==> config.mk <==
export PLATFORM = sky130hd
export DESIGN_NAME = taskfile_regs
export DESIGN_NICKNAME = d
export VERILOG_FILES = /design/src/rtl/tf_pkg.sv /design/src/rtl/tf_ctrl.sv /design/src/rtl/tf_dp.sv /design/src/rtl/taskfile_regs.sv
export SDC_FILE = /design/constraint.sdc
export NUM_CORES = 1
export LEC_CHECK = 0
export CORE_ASPECT_RATIO = 0.5
export CORE_MARGIN = 5
export CORE_UTILIZATION = 45
export CTS_BUF_LIST = sky130_fd_sc_hd__clkbuf_16
export DETAILED_ROUTE_END_ITERATION = 16
export GPL_TIMING_DRIVEN = 0
export PLACE_DENSITY_LB_ADDON = 0.15
export SLEW_MARGIN = 5
export SYNTH_ARGS = -nofsm -noshare
export SYNTH_HDL_FRONTEND = slang
export SYNTH_SLANG_ARGS = --single-unit
==> constraint.sdc <==
create_clock -name clk -period 2.3 [get_ports clk]
set_input_delay 0.23 -clock clk [delete_from_list [all_inputs] [get_ports clk]]
set_output_delay 0.23 -clock clk [all_outputs]
set_load 0.01 [all_outputs]
==> src/rtl/tf_pkg.sv <==
package tf_pkg;
  localparam int NUM_PARAM = 6;
  localparam int OFS_W     = 3;
  localparam int WIN_BYTES = 1 << OFS_W;

  typedef struct packed {
    logic [NUM_PARAM-1:0] wrParam;
    logic                 wrCtrl;
    logic                 doRead;
    logic                 rdData;
    logic                 rdErrReg;
    logic                 rdStatus;
    logic                 rdAlt;
    logic                 rdParam;
    logic                 badAcc;
    logic [OFS_W-1:0]     ofs;
  } tfStrobe_t;
endpackage

==> src/rtl/tf_ctrl.sv <==
module tf_ctrl
  import tf_pkg::*;
#(
  parameter int                ADDR_W    = 8,
  parameter logic [ADDR_W-1:0] CMD_BASE  = 8'h40,
  parameter logic [ADDR_W-1:0] CTRL_BASE = 8'h4E
) (
  input  logic              clk,
  input  logic              rstN,
  input  logic              busSel,
  input  logic              busWe,
  input  logic [ADDR_W-1:0] busAddr,
  input  logic              wrMaskBit,
  input  logic              ctrlMaskBit,
  input  logic              seqIrqReq,
  output tfStrobe_t         strb,
  output logic              cmdValid,
  output logic              dataRdEn,
  output logic              dataWrEn,
  output logic              irqOut
);
  localparam logic [ADDR_W:0] CMD_END = {1'b0, CMD_BASE} + (ADDR_W+1)'(WIN_BYTES);

  logic [ADDR_W-1:0] relAddr;
  logic              inCmd;
  logic              inCtrl;
  logic [OFS_W-1:0]  ofs;
  logic              cmdRd;
  logic              cmdWr;
  logic              effMask;

  assign relAddr = busAddr - CMD_BASE;
  assign ofs     = relAddr[OFS_W-1:0];
  assign inCmd   = ({1'b0, busAddr} >= {1'b0, CMD_BASE}) && ({1'b0, busAddr} < CMD_END);
  assign inCtrl  = (busAddr == CTRL_BASE);
  assign cmdRd   = busSel && !busWe && inCmd;
  assign cmdWr   = busSel && busWe && inCmd;

  genvar gi;
  generate
    for (gi = 0; gi < NUM_PARAM; gi++) begin : g_wr
      assign strb.wrParam[gi] = cmdWr && (ofs == OFS_W'(gi + 1));
    end
  endgenerate

  always_comb begin
    strb.wrCtrl   = busSel && busWe && inCtrl;
    strb.doRead   = busSel && !busWe;
    strb.rdData   = cmdRd && (ofs == '0);
    strb.rdErrReg = cmdRd && (ofs == OFS_W'(1));
    strb.rdStatus = cmdRd && (ofs == '1);
    strb.rdAlt    = busSel && !busWe && inCtrl;
    strb.rdParam  = cmdRd && (ofs != '0) && (ofs != OFS_W'(1)) && (ofs != '1);
    strb.badAcc   = busSel && !inCmd && !inCtrl;
    strb.ofs      = ofs;
  end

  assign cmdValid = cmdWr && (ofs == '1);
  assign dataRdEn = strb.rdData;
  assign dataWrEn = cmdWr && (ofs == '0);

  // The mask follows a device-control write in the same cycle.
  assign effMask = strb.wrCtrl ? wrMaskBit : ctrlMaskBit;

  always_ff @(posedge clk) begin
    if (!rstN)              irqOut <= 1'b0;
    else if (effMask)       irqOut <= 1'b0;
    else if (seqIrqReq)     irqOut <= 1'b1;
    else if (strb.rdStatus) irqOut <= 1'b0;
  end
endmodule

==> src/rtl/tf_dp.sv <==
module tf_dp
  import tf_pkg::*;
(
  input  logic                      clk,
  input  logic                      rstN,
  input  tfStrobe_t                 strb,
  input  logic [7:0]                busWdata,
  input  logic [7:0]                seqStatus,
  input  logic [7:0]                seqError,
  input  logic [7:0]                dataRdata,
  output logic [7:0]                busRdata,
  output logic                      busErr,
  output logic [NUM_PARAM-1:0][7:0] paramQ,
  output logic [7:0]                devCtrlQ
);
  logic [7:0] paramSel;
  logic [7:0] rdMux;

  genvar gi;
  generate
    for (gi = 0; gi < NUM_PARAM; gi++) begin : g_reg
      always_ff @(posedge clk) begin
        if (!rstN)                paramQ[gi] <= '0;
        else if (strb.wrParam[gi]) paramQ[gi] <= busWdata;
      end
    end
  endgenerate

  always_ff @(posedge clk) begin
    if (!rstN)            devCtrlQ <= '0;
    else if (strb.wrCtrl) devCtrlQ <= busWdata;
  end

  always_comb begin
    paramSel = '0;
    for (int i = 0; i < NUM_PARAM; i++) begin
      if (strb.ofs == OFS_W'(i + 1)) paramSel = paramQ[i];
    end
  end

  always_comb begin
    if (strb.badAcc)                      rdMux = '0;
    else if (strb.rdData)                 rdMux = dataRdata;
    else if (strb.rdErrReg)               rdMux = seqError;
    else if (strb.rdStatus || strb.rdAlt) rdMux = seqStatus;
    else if (strb.rdParam)                rdMux = paramSel;
    else                                  rdMux = '0;
  end

  always_ff @(posedge clk) begin
    if (!rstN) begin
      busRdata <= '0;
      busErr   <= 1'b0;
    end else begin
      if (strb.doRead) busRdata <= rdMux;
      busErr <= strb.badAcc;
    end
  end
endmodule

==> src/rtl/taskfile_regs.sv <==
module taskfile_regs
  import tf_pkg::*;
#(
  parameter int                ADDR_W    = 8,
  parameter logic [ADDR_W-1:0] CMD_BASE  = 8'h40,
  parameter logic [ADDR_W-1:0] CTRL_BASE = 8'h4E
) (
  input  logic              clk,
  input  logic              rstN,
  input  logic              busSel,
  input  logic              busWe,
  input  logic [ADDR_W-1:0] busAddr,
  input  logic [7:0]        busWdata,
  output logic [7:0]        busRdata,
  output logic              busErr,
  input  logic [7:0]        seqStatus,
  input  logic [7:0]        seqError,
  input  logic              seqIrqReq,
  output logic              cmdValid,
  output logic [7:0]        cmdByte,
  output logic              dataRdEn,
  output logic              dataWrEn,
  output logic [7:0]        dataWdata,
  input  logic [7:0]        dataRdata,
  output logic [7:0]        featureOut,
  output logic [7:0]        secCountOut,
  output logic [7:0]        secNumOut,
  output logic [7:0]        cylLoOut,
  output logic [7:0]        cylHiOut,
  output logic [7:0]        devHeadOut,
  output logic [7:0]        devCtrlOut,
  output logic              irqOut
);
  tfStrobe_t                 strb;
  logic [NUM_PARAM-1:0][7:0] paramQ;
  logic [7:0]                devCtrlQ;

  tf_ctrl #(.ADDR_W(ADDR_W), .CMD_BASE(CMD_BASE), .CTRL_BASE(CTRL_BASE)) u_ctrl (
    .clk(clk), .rstN(rstN), .busSel(busSel), .busWe(busWe), .busAddr(busAddr),
    .wrMaskBit(busWdata[1]), .ctrlMaskBit(devCtrlQ[1]), .seqIrqReq(seqIrqReq),
    .strb(strb), .cmdValid(cmdValid), .dataRdEn(dataRdEn), .dataWrEn(dataWrEn),
    .irqOut(irqOut)
  );

  tf_dp u_dp (
    .clk(clk), .rstN(rstN), .strb(strb), .busWdata(busWdata),
    .seqStatus(seqStatus), .seqError(seqError), .dataRdata(dataRdata),
    .busRdata(busRdata), .busErr(busErr), .paramQ(paramQ), .devCtrlQ(devCtrlQ)
  );

  assign cmdByte     = busWdata;
  assign dataWdata   = busWdata;
  assign featureOut  = paramQ[0];
  assign secCountOut = paramQ[1];
  assign secNumOut   = paramQ[2];
  assign cylLoOut    = paramQ[3];
  assign cylHiOut    = paramQ[4];
  assign devHeadOut  = paramQ[5];
  assign devCtrlOut  = devCtrlQ;
endmodule

## Yosys cells after proc, flatten, opt, wreduce, memory -nomap -nowiden

Cells that the tools add are included.

- Flip-flop bits (word level): 66
- Latch bits: 0
- Bits in writable memories: 0
- Memory bits (read-only): 0
- Input port bits: 45
- Output and inout port bits: 85
- Word-level logic and storage cells: 69
- Memories kept: 0

- $add $sub $neg: 1
- Multiply operators: 0
- Div/mod/pow operators: 0
- $lt $le $gt $ge: 2
- Eq/ne operators: 10
- Shift operators: 0
- Mux-type cells: 14
- Bitwise logic cells: 1
- Reduce and logical (&&, ||, !) cells: 31

Operator list:

| cell | count |
|---|---|
| $mux 8 | 11 |
| $logic_and 1x1->1 | 23 |
| $eq 3x3->1 const B | 4 |
| $eq 8x7->1 const B | 1 |
| $ge 8x7->1 const B | 1 |
| $lt 8x7->1 const B | 1 |
| $eq 3x2->1 const B | 2 |
| $eq 3x1->1 const B | 1 |
| $logic_not 1->1 | 3 |
| $logic_not 3->1 | 1 |
| $mux 1 | 3 |
| $ne 3x1->1 const B | 1 |
| $ne 3x3->1 const B | 1 |
| $reduce_bool 3->1 | 1 |
| $sub 3x1->3 const B | 1 |
| $reduce_bool 2->1 | 1 |
| $reduce_or 2->1 | 1 |
| $logic_or 1x1->1 | 1 |
| $not 1->1 | 1 |

## Longest topological paths before layout

Gate-level depths: netlist of the first run.

- Depth after elaboration: 13
- Gate-level depth with buffers: 7
- Depth with buffers taken out: 4

## Cells and area by module

A second synthesis of the first run with hierarchy kept.

- Cell total of the unflattened synthesis: 389
- Area, all modules: 3672.3 um^2

By module, submodules not included:

| module | times used | cells an instance | area an instance (um^2) | seq. area each (um^2) |
|---|---|---|---|---|
| tf_dp | 1 | 329 | 3278.1 | 1301.2 |
| tf_ctrl | 1 | 44 | 274.0 | 20.0 |
| taskfile_regs | 1 | 16 | 120.1 | 0.0 |

## Worst setup path before layout of the first run

No wires, ideal clock.

- Path kind: input to register
- Start: input busAddr[7]
- End: register u_dp.paramQ[24] (netlist name)
- Library setup time: 116 ps
- Arrival: 1904 ps
- Required time: 2184 ps
- Path slack: 280 ps
- Stages on the path: 6
- Path buffers: 2
- Cells stage by stage: or4b_4 -> buf_6 -> buf_12 -> nor4_4 -> mux2i_1 -> nor2b_1

- Word-level cells in the longest chain between the ends: 4
- Elaborated cells between the ends (all ways): 5
- Classes of those cells: 2 x order compare; 3 x reduce/logical

RTL lines:

| item | line | source |
|---|---|---|
| from (decl) | taskfile_regs.sv:12 | `input logic [ADDR_W-1:0] busAddr,` |
| $ge 8x7->1 / $lt 8x7->1 (equally long branches) | tf_ctrl.sv:34 | `assign inCmd = ({1'b0, busAddr} >= {1'b0, CMD_BASE}) && ({1'b0, busAddr} < CMD_END);` |
| $logic_and 1x1->1 (*) | tf_ctrl.sv:34 |  |
| $logic_and 1x1->1 (*) | tf_ctrl.sv:37 | `assign cmdWr = busSel && busWe && inCmd;` |
| $logic_and 1x1->1 (*) | tf_ctrl.sv:42 | `assign strb.wrParam[gi] = cmdWr && (ofs == OFS_W'(gi + 1));` |
| to (signal, indexed assignment) | tf_dp.sv:24 | `else if (strb.wrParam[gi]) paramQ[gi] <= busWdata;` |
| to (decl) | tf_dp.sv:13 | `output logic [NUM_PARAM-1:0][7:0] paramQ,` |

Every way passes the cells marked *; elsewhere a longest branch is shown, timed or not.
A chain may end at the register's enable or synchronous reset.

## Final worst setup path of the first run

- Start: input busAddr[7]
- End: register u_dp.busRdata[5]

- Word-level cells in the longest chain between the ends: 11
- Elaborated cells between the ends (all ways): 22
- Classes of those cells: 2 x order compare; 1 x eq/ne; 5 x mux; 14 x reduce/logical

RTL lines:

| item | line | source |
|---|---|---|
| $ge 8x7->1 / $lt 8x7->1 (equally long branches) | tf_ctrl.sv:34 |  |
| $logic_and 1x1->1 | tf_ctrl.sv:34 |  |
| $logic_and 1x1->1 | tf_ctrl.sv:36 | `assign cmdRd = busSel && !busWe && inCmd;` |
| $logic_and 1x1->1 (3 in series) | tf_ctrl.sv:53 | `strb.rdParam = cmdRd && (ofs != '0) && (ofs != OFS_W'(1)) && (ofs != '1);` |
| $mux 8 | tf_dp.sv:46 | `else if (strb.rdParam) rdMux = paramSel;` |
| $mux 8 | tf_dp.sv:45 | `else if (strb.rdStatus \|\| strb.rdAlt) rdMux = seqStatus;` |
| $mux 8 | tf_dp.sv:44 | `else if (strb.rdErrReg) rdMux = seqError;` |
| $mux 8 | tf_dp.sv:43 | `else if (strb.rdData) rdMux = dataRdata;` |
| $mux 8 (*) | tf_dp.sv:42 | `if (strb.badAcc) rdMux = '0;` |
| to (signal assigned) | tf_dp.sv:55 | `if (strb.doRead) busRdata <= rdMux;` |
| to (decl) | tf_dp.sv:11 | `output logic [7:0] busRdata,` |

Marks and branches as above.

==> metrics, run 1 <==
fin crit period=between 2 and 2.5 ns; Worst-Margin Slew=0.888 ns; Final Wtd Congestion=around 0.91; Avg Vias per Cell=5.23; area of the multi-input gates=0.00208 mm^2; Worst-path clk slew=0.05 ns; Rel. slew slack=between 40% and 50%; highest clock rate=~450 MHz; Pre-antenna DRT Iters=4; drt total wl=11500 um; crit path max fanout=10; Synth Instances=388; Mapped Area=0.00366 mm^2; vias in the first global route=approximately 3300; Yosys reg bits=between 60 and 70; vias=3361; Final period util=a little over nine tenths; average wire per standard cell=17.9 um; first-pass GRT wire length=17900 um; CTS tree=built; crit path DAT=2.52 ns; worst-skew pair later-pin latency=0.33 ns; Critical path origin=busAddr[7]; Num CTS Buffers=9; power density cells=531 mW/mm^2; Lkg Pwr=1.99 nW; Worst EP required=2.58 ns; Final Hold Vio Count=0; I/O Buffers=126; final hold slack=slightly below 0.3 ns; Setup Crit Path Kind=input pin to flip-flop; fill cell count=689; syn avg cell area=9.43 um^2; hold path startpoint=rstN; CP endpoint kind=flip-flop; hold_buf cts=0; starting density of the core=about 46%; die height=73.8 um; Setup Skew=0.00535 ns; Core ar.=0.00797 mm^2; global route overflow=0; Syn-to-layout area delta=48.3%; Antenna diodes=0; Die Area=0.0101 mm^2; antenna violations before repair=0; Reg area=0.00132 mm^2; Seq/Total Area, Yosys=36.1%; cell count after placement=626; unrepaired setup endpoints after global routing=no; net count after synthesis=433; Worst Setup Start Kind=input pin; Clock Tree Buf Depth=2; Max Transition Viols Final=0; yosys warns=0; Layout Cells excl Fill=~640; Site Rows=23; post-route ant nets=0; r2r startpoint=u_dp.paramQ[32]; fin nets=573; GRT Overall Usage=23.2%; Num Clock Sinks=66; worst vdd ir=0.000355 V; dpl hpwl=8320 um; largest net degree at the start of global routing=11; HP Class=input pin to flip-flop; share of cells above drive strength 1=9.98%; Die Wd=138 um; status=finished clean; I/O pin total=130; clock root cell=clkbuf_16; Netlist cell types=31; DRC=0; Max Cap Violations=0; H-Tree Depth=3; count of final setup violators=0; violation count after the first detailed-route iteration=163
==> cell usage after synthesis (all sizes together) <==
| library cell | instances | area [um^2] |
|---|---|---|
| a21oi | 25 | 125 |
| and3 | 2 | 12.5 |
| buf | 24 | 178 |
| a211o | 1 | 10.0 |
| nor2b | 65 | 407 |
| and3b | 1 | 8.76 |
| nor4 | 9 | 176 |
| o21ai | 9 | 45.0 |
| nand2 | 20 | 77.6 |
| nand3b | 2 | 15.0 |
| mux2i | 64 | 641 |
| o211a | 8 | 80.1 |
| o2111a | 8 | 90.1 |
| inv | 2 | 7.51 |
| or4b | 1 | 13.8 |
| nor2 | 17 | 63.8 |
| nand2b | 12 | 75.1 |
| o21bai | 7 | 52.6 |
| or3 | 2 | 12.5 |
| or2 | 2 | 12.5 |
| or4 | 2 | 15.0 |
| nor3 | 3 | 15.0 |
| a22oi | 8 | 60.1 |
| o221ai | 8 | 70.1 |
| dfxtp | 66 | 1320 |
| clkbuf | 20 | 75.1 |
==> worst max-delay path: stages <==
cell and delay, ns:
clkdlybuf4s50_1 0.40, or4b_4 0.54, buf_6 0.17, buf_12 0.15, nor4_4 0.49, o2111a_1 0.36
o211a_1 0.17
==> sequential cells by signal (all words and copies together), names as in the netlist <==
name,flops
u_dp.busRdata,8
u_ctrl.irqOut,1
u_dp.devCtrlQ,8
u_dp.paramQ,48
u_dp.busErr,1
==> layout by cell type (no fill, tap or decap), types with 2 or more instances in the layout <==
master           Yosys  layout
nor3_1               3       3
o2111a_1             8       8
buf_1                5       4
nor2_1              17      17
bufinv_16            0       2
clkbuf_4             0       2
buf_4               17      18
a22oi_1              8       8
mux2i_1             64      64
nand3b_1             2       2
inv_1                2       3
o211a_1              8       8
dfxtp_1             66      66
o21bai_1             7       7
clkdlybuf4s50_1      0     121
dlygate4sd2_1        0       3
clkbuf_2             0       2
nand2_1             19      19
o221ai_1             8       8
clkbuf_1            20      17
buf_12               1       4
or3_1                2       2
and3_1               2       2
clkbuf_16            0       9
nor4_4               8       8
nor2b_1             65      65
a21oi_1             25      25
o21ai_0              9       9
or2_2                2       2
nand2b_1            12      12
==> final timing paths <==
kind	endpoint	slack [ns]	cells past startpoint
min	u_dp.paramQ[38]	0.29	2
max	u_dp.busRdata[5]	0.06	7
min reg2reg	u_dp.devCtrlQ[7]	0.52	2
max reg2reg	u_dp.busRdata[0]	1.11	4
==> report_power, final <==
part           leakage [nW]  total, mW  switching, mW  internal (mW)
clock                 0.150       1.40          0.474          0.925
sequential            0.532       1.15        0.00137           1.15
combinational          1.31      0.332          0.163          0.169
total                  1.99       2.88          0.639           2.24
==> cell families after synthesis <==
group / Yosys count / synth area share (%)
simple gates: 138 / 24.7
compound gates: 74 / 14.6
flops: 66 / 36.1
mux: 64 / 17.5
buf+inv: 46 / 7.11
==> final cells by class <==
type                       instances  area share, %
clock buffer                       9           4.15
multi-input combinational        276           38.3
buffer                            43           4.75
clock inverter                     5           1.34
sequential                        66           24.3
timing repair buffer             130           24.4
inverter                           2          0.138
tap                              112           2.58
==> stage by stage <==
step                setup TNS (ns)  total power [mW]  utilization, %  cell area (um^2)  setup WS [ns]
floorplan                        0              1.33               -              3660          0.280
global placement            -21.35              1.50            63.5              5060         -0.592
detailed placement          -23.27              1.50            63.5              5060         -0.594
CTS                              0              2.89            67.6              5390       0.000967
global route                     0              2.96            68.1              5430         0.0141
finish                           0              2.88            68.1              5430         0.0614
==> routing by layer <==
layer | track usage [%] | wire [um]
met1 | 31.9 | 5300
met2 | 34.5 | 4900
met3 | 8.55 | 1190
met4 | 5.42 | 131
met5 | 0 | 0
==> repair_timing <==
action | in CTS | in global routing
pin swaps | 4 | 5
resized for setup | 11 | 3
setup endpoints to repair | 36 | 33
buffers inserted | 2 | 2
endpoints found under the hold margin | 0 | 0
cloned | 0 | 0
(Power assumes the default switching activity.)
==> run 2, diff against run 1 <==
CELL_PAD_IN_SITES_DETAIL_PLACEMENT = 1   (was not set)
CELL_PAD_IN_SITES_GLOBAL_PLACEMENT = 1   (was not set)
CORE_UTILIZATION = 33   (was 45)
PLACE_DENSITY = 0.88   (was not set)
PLACE_DENSITY_LB_ADDON = not set   (was 0.15)
TNS_END_PERCENT = 20   (was not set)
==> run 2 against run 1 <==
Against the previous run:
- the flow now finishes with violations (negative setup slack)
- critical path depth stayed put
- total power increased by 7.5%
- first-iteration DRC count decreased by 3.7%
- clock power up 14%
- die area rose by 32%
- via count rose by 6.2%
- sequential share of layout area shrank 0.41 points
- cell area rose by 1.7%
- global-route usage down 1.6 points
- worst hold slack worse by 0.0024 ns
- cell count rose by 6.2%
- clock skew hardly changed
- largest cell class unchanged
- highest routed layer unchanged
==> metrics, run 2 (synthesized netlist as in run 1, its figures left out) <==
Die Wd=159 um (+16%); Num CTS Buffers=9 (unchanged); antenna violations before repair=0 (unchanged); hold path depth=2 (unchanged); Max Transition Viols Final=0 (unchanged); Setup Skew=0.00524 ns (-0.000113 ns); H-Tree Depth=3 (unchanged); fin crit period=2.30 ns (+0.0637 ns); average wire per standard cell=21.4 um (+19%); I/O pin total=130 (unchanged); drt total wl=14600 um (+27%); Site Rows=27 (+17%); vias=3569 (+6.2%); most frequent cells in the layout=clkdlybuf4s50_1, dfxtp_1, nor2b_1; Core ar.=0.0109 mm^2 (+37%); leading cell type in the layout, fill and taps excluded=clkdlybuf4s50_1; Worst-path clk slew=0.06 ns (about the same); unrepaired setup endpoints after global routing=yes; dpl hpwl=10100 um (+22%); failing checks=negative setup slack; Setup Crit Path Kind=input pin to flip-flop; first-pass GRT wire length=22900 um (+28%); Setup WS post-layout=-0.00230 ns (-0.0637 ns); largest net degree at the start of global routing=13 (+2); worst vdd ir=0.000344 V (-3.1%); worst-skew pair later-pin latency=0.34 ns (about the same); Avg Vias per Cell=5.23 (about the same); Antenna diodes=0 (unchanged); Pre-antenna DRT Iters=4 (unchanged); Max Cap Violations=0 (unchanged); Num Clock Sinks=66 (unchanged); max reg flops=48 (unchanged); violation count after the first detailed-route iteration=157 (-3.7%); Largest Register=u_dp.paramQ; vias in the first global route=3993 (+22%); DRC=0 (unchanged); Worst-Margin Slew=1.06 ns (+0.176 ns); Die Area=0.0134 mm^2 (+32%); post-route ant nets=0 (unchanged); final hold slack=0.288 ns (-0.00235 ns); biggest regs=u_dp.paramQ x48, u_dp.busRdata x8, u_dp.devCtrlQ x8; Final Hold Vio Count=0 (unchanged); Place WS=-0.600 ns (-0.00660 ns); Final period util=100% (+2.8 points); cell count after placement=659 (+5.3%); highest clock rate=434 MHz (-2.8%); post-layout util=50.6% (-18 points); crit path DAT=2.53 ns (about the same); CTS tree=built; share of cells above drive strength 1=11.3% (+1.4 points); fin nets=578 (+0.87%); die height=84.5 um (+14%); Post-DP Area=0.00510 mm^2 (+0.82%); count of final setup violators=1 (+1); HP Class=input pin to flip-flop; Clock Tree Buf Depth=2 (unchanged); power density cells=561 mW/mm^2 (+5.7%); Worst Setup Start Kind=input pin; Lkg Pwr=2.03 nW (+1.8%); Layout Cells excl Fill=683 (+6.2%); global route overflow=0 (unchanged); starting density of the core=33.5% (-12 points); clock root cell=clkbuf_16; GRT Overall Usage=21.5% (-1.6 points); Syn-to-layout area delta=50.9%; fill cell count=1223 (+78%); Final Wtd Congestion=0.795 (-12%); Worst EP required=2.52 ns (-0.06 ns); Reg2Reg Depth=4 (unchanged); status=finished, violations left; finished layout cell area=0.00552 mm^2 (+1.7%); crit path max fanout=10 (unchanged); CP endpoint kind=flip-flop; Rel. slew slack=28.5% (-12 points); hold_buf cts=0 (unchanged); I/O Buffers=126 (unchanged)
-- run 2: changes by cell type in the layout (fill, tap and decap cells not counted), sizes merged --
cell / delta
buf: +5
dlygate4sd2: -1
clkdlybuf4s50: +1
clkinv: +1
bufinv: +1
-- run 2: through the flow --
stage,setup TNS [ns],power (mW)
5_1_grt,-0.181,3.19
4_1_cts,0,3.11
6_report,-0.00230,3.10
3_3_place_gp,-21.30,1.50
2_1_floorplan,0,1.33
3_5_place_dp,-23.22,1.51
-- run 2: critical path, stage by stage --
cell and delay, ns:
clkdlybuf4s50_1 0.40, or4b_4 0.53, buf_6 0.17, buf_12 0.15, nor4_4 0.61, mux2i_1 0.34
nor2b_1 0.09
-- run 2: where the power goes --
part | internal (mW) | switching (mW) | leakage, nW
Sequential | 1.15 | 0.00155 | 0.532
Combinational | 0.172 | 0.178 | 1.33
Clock | 1.06 | 0.539 | 0.167
-- run 2: layout make-up --
| cell class | instances | area [um^2] | area share [%] |
|---|---|---|---|
| multi-input combinational | 276 | 2080 | 37.7 |
| inverter | 2 | 7.51 | 0.136 |
| tap | 145 | 181 | 3.29 |
| timing repair buffer | 135 | 1320 | 24.0 |
| buffer | 43 | 264 | 4.78 |
| clock buffer | 9 | 225 | 4.08 |
| clock inverter | 7 | 116 | 2.11 |
| sequential | 66 | 1320 | 23.9 |
-- run 2: layer usage --
layer | GRT usage, % | part of all wire (%) | vias up
li1 | - | - | 1648
met1 | 26.3 | 42 | 1784
met2 | 38.1 | 51 | 111
met3 | 4.86 | 5.3 | 26
met4 | 6.81 | 2.0 | 0
met5 | 0 | 0 | -
-- run 2: timing repair --
item,in CTS,in global routing
setup buffers,9,0
setup endpoints to repair,36,28
resized for setup,11,3
cloned,0,0
pin swaps,6,2
-- run 2: final timing paths --
| check | start | end | slack (ns) |
|---|---|---|---|
| setup / recovery | busAddr[7] | u_dp.paramQ[46] | -0.002 |
| hold / removal | rstN | u_dp.devCtrlQ[3] | 0.29 |
| setup reg to reg | u_dp.paramQ[38] | u_dp.busRdata[6] | 1.03 |
| hold reg to reg | u_dp.devCtrlQ[2] | u_dp.devCtrlQ[2] | 0.53 |
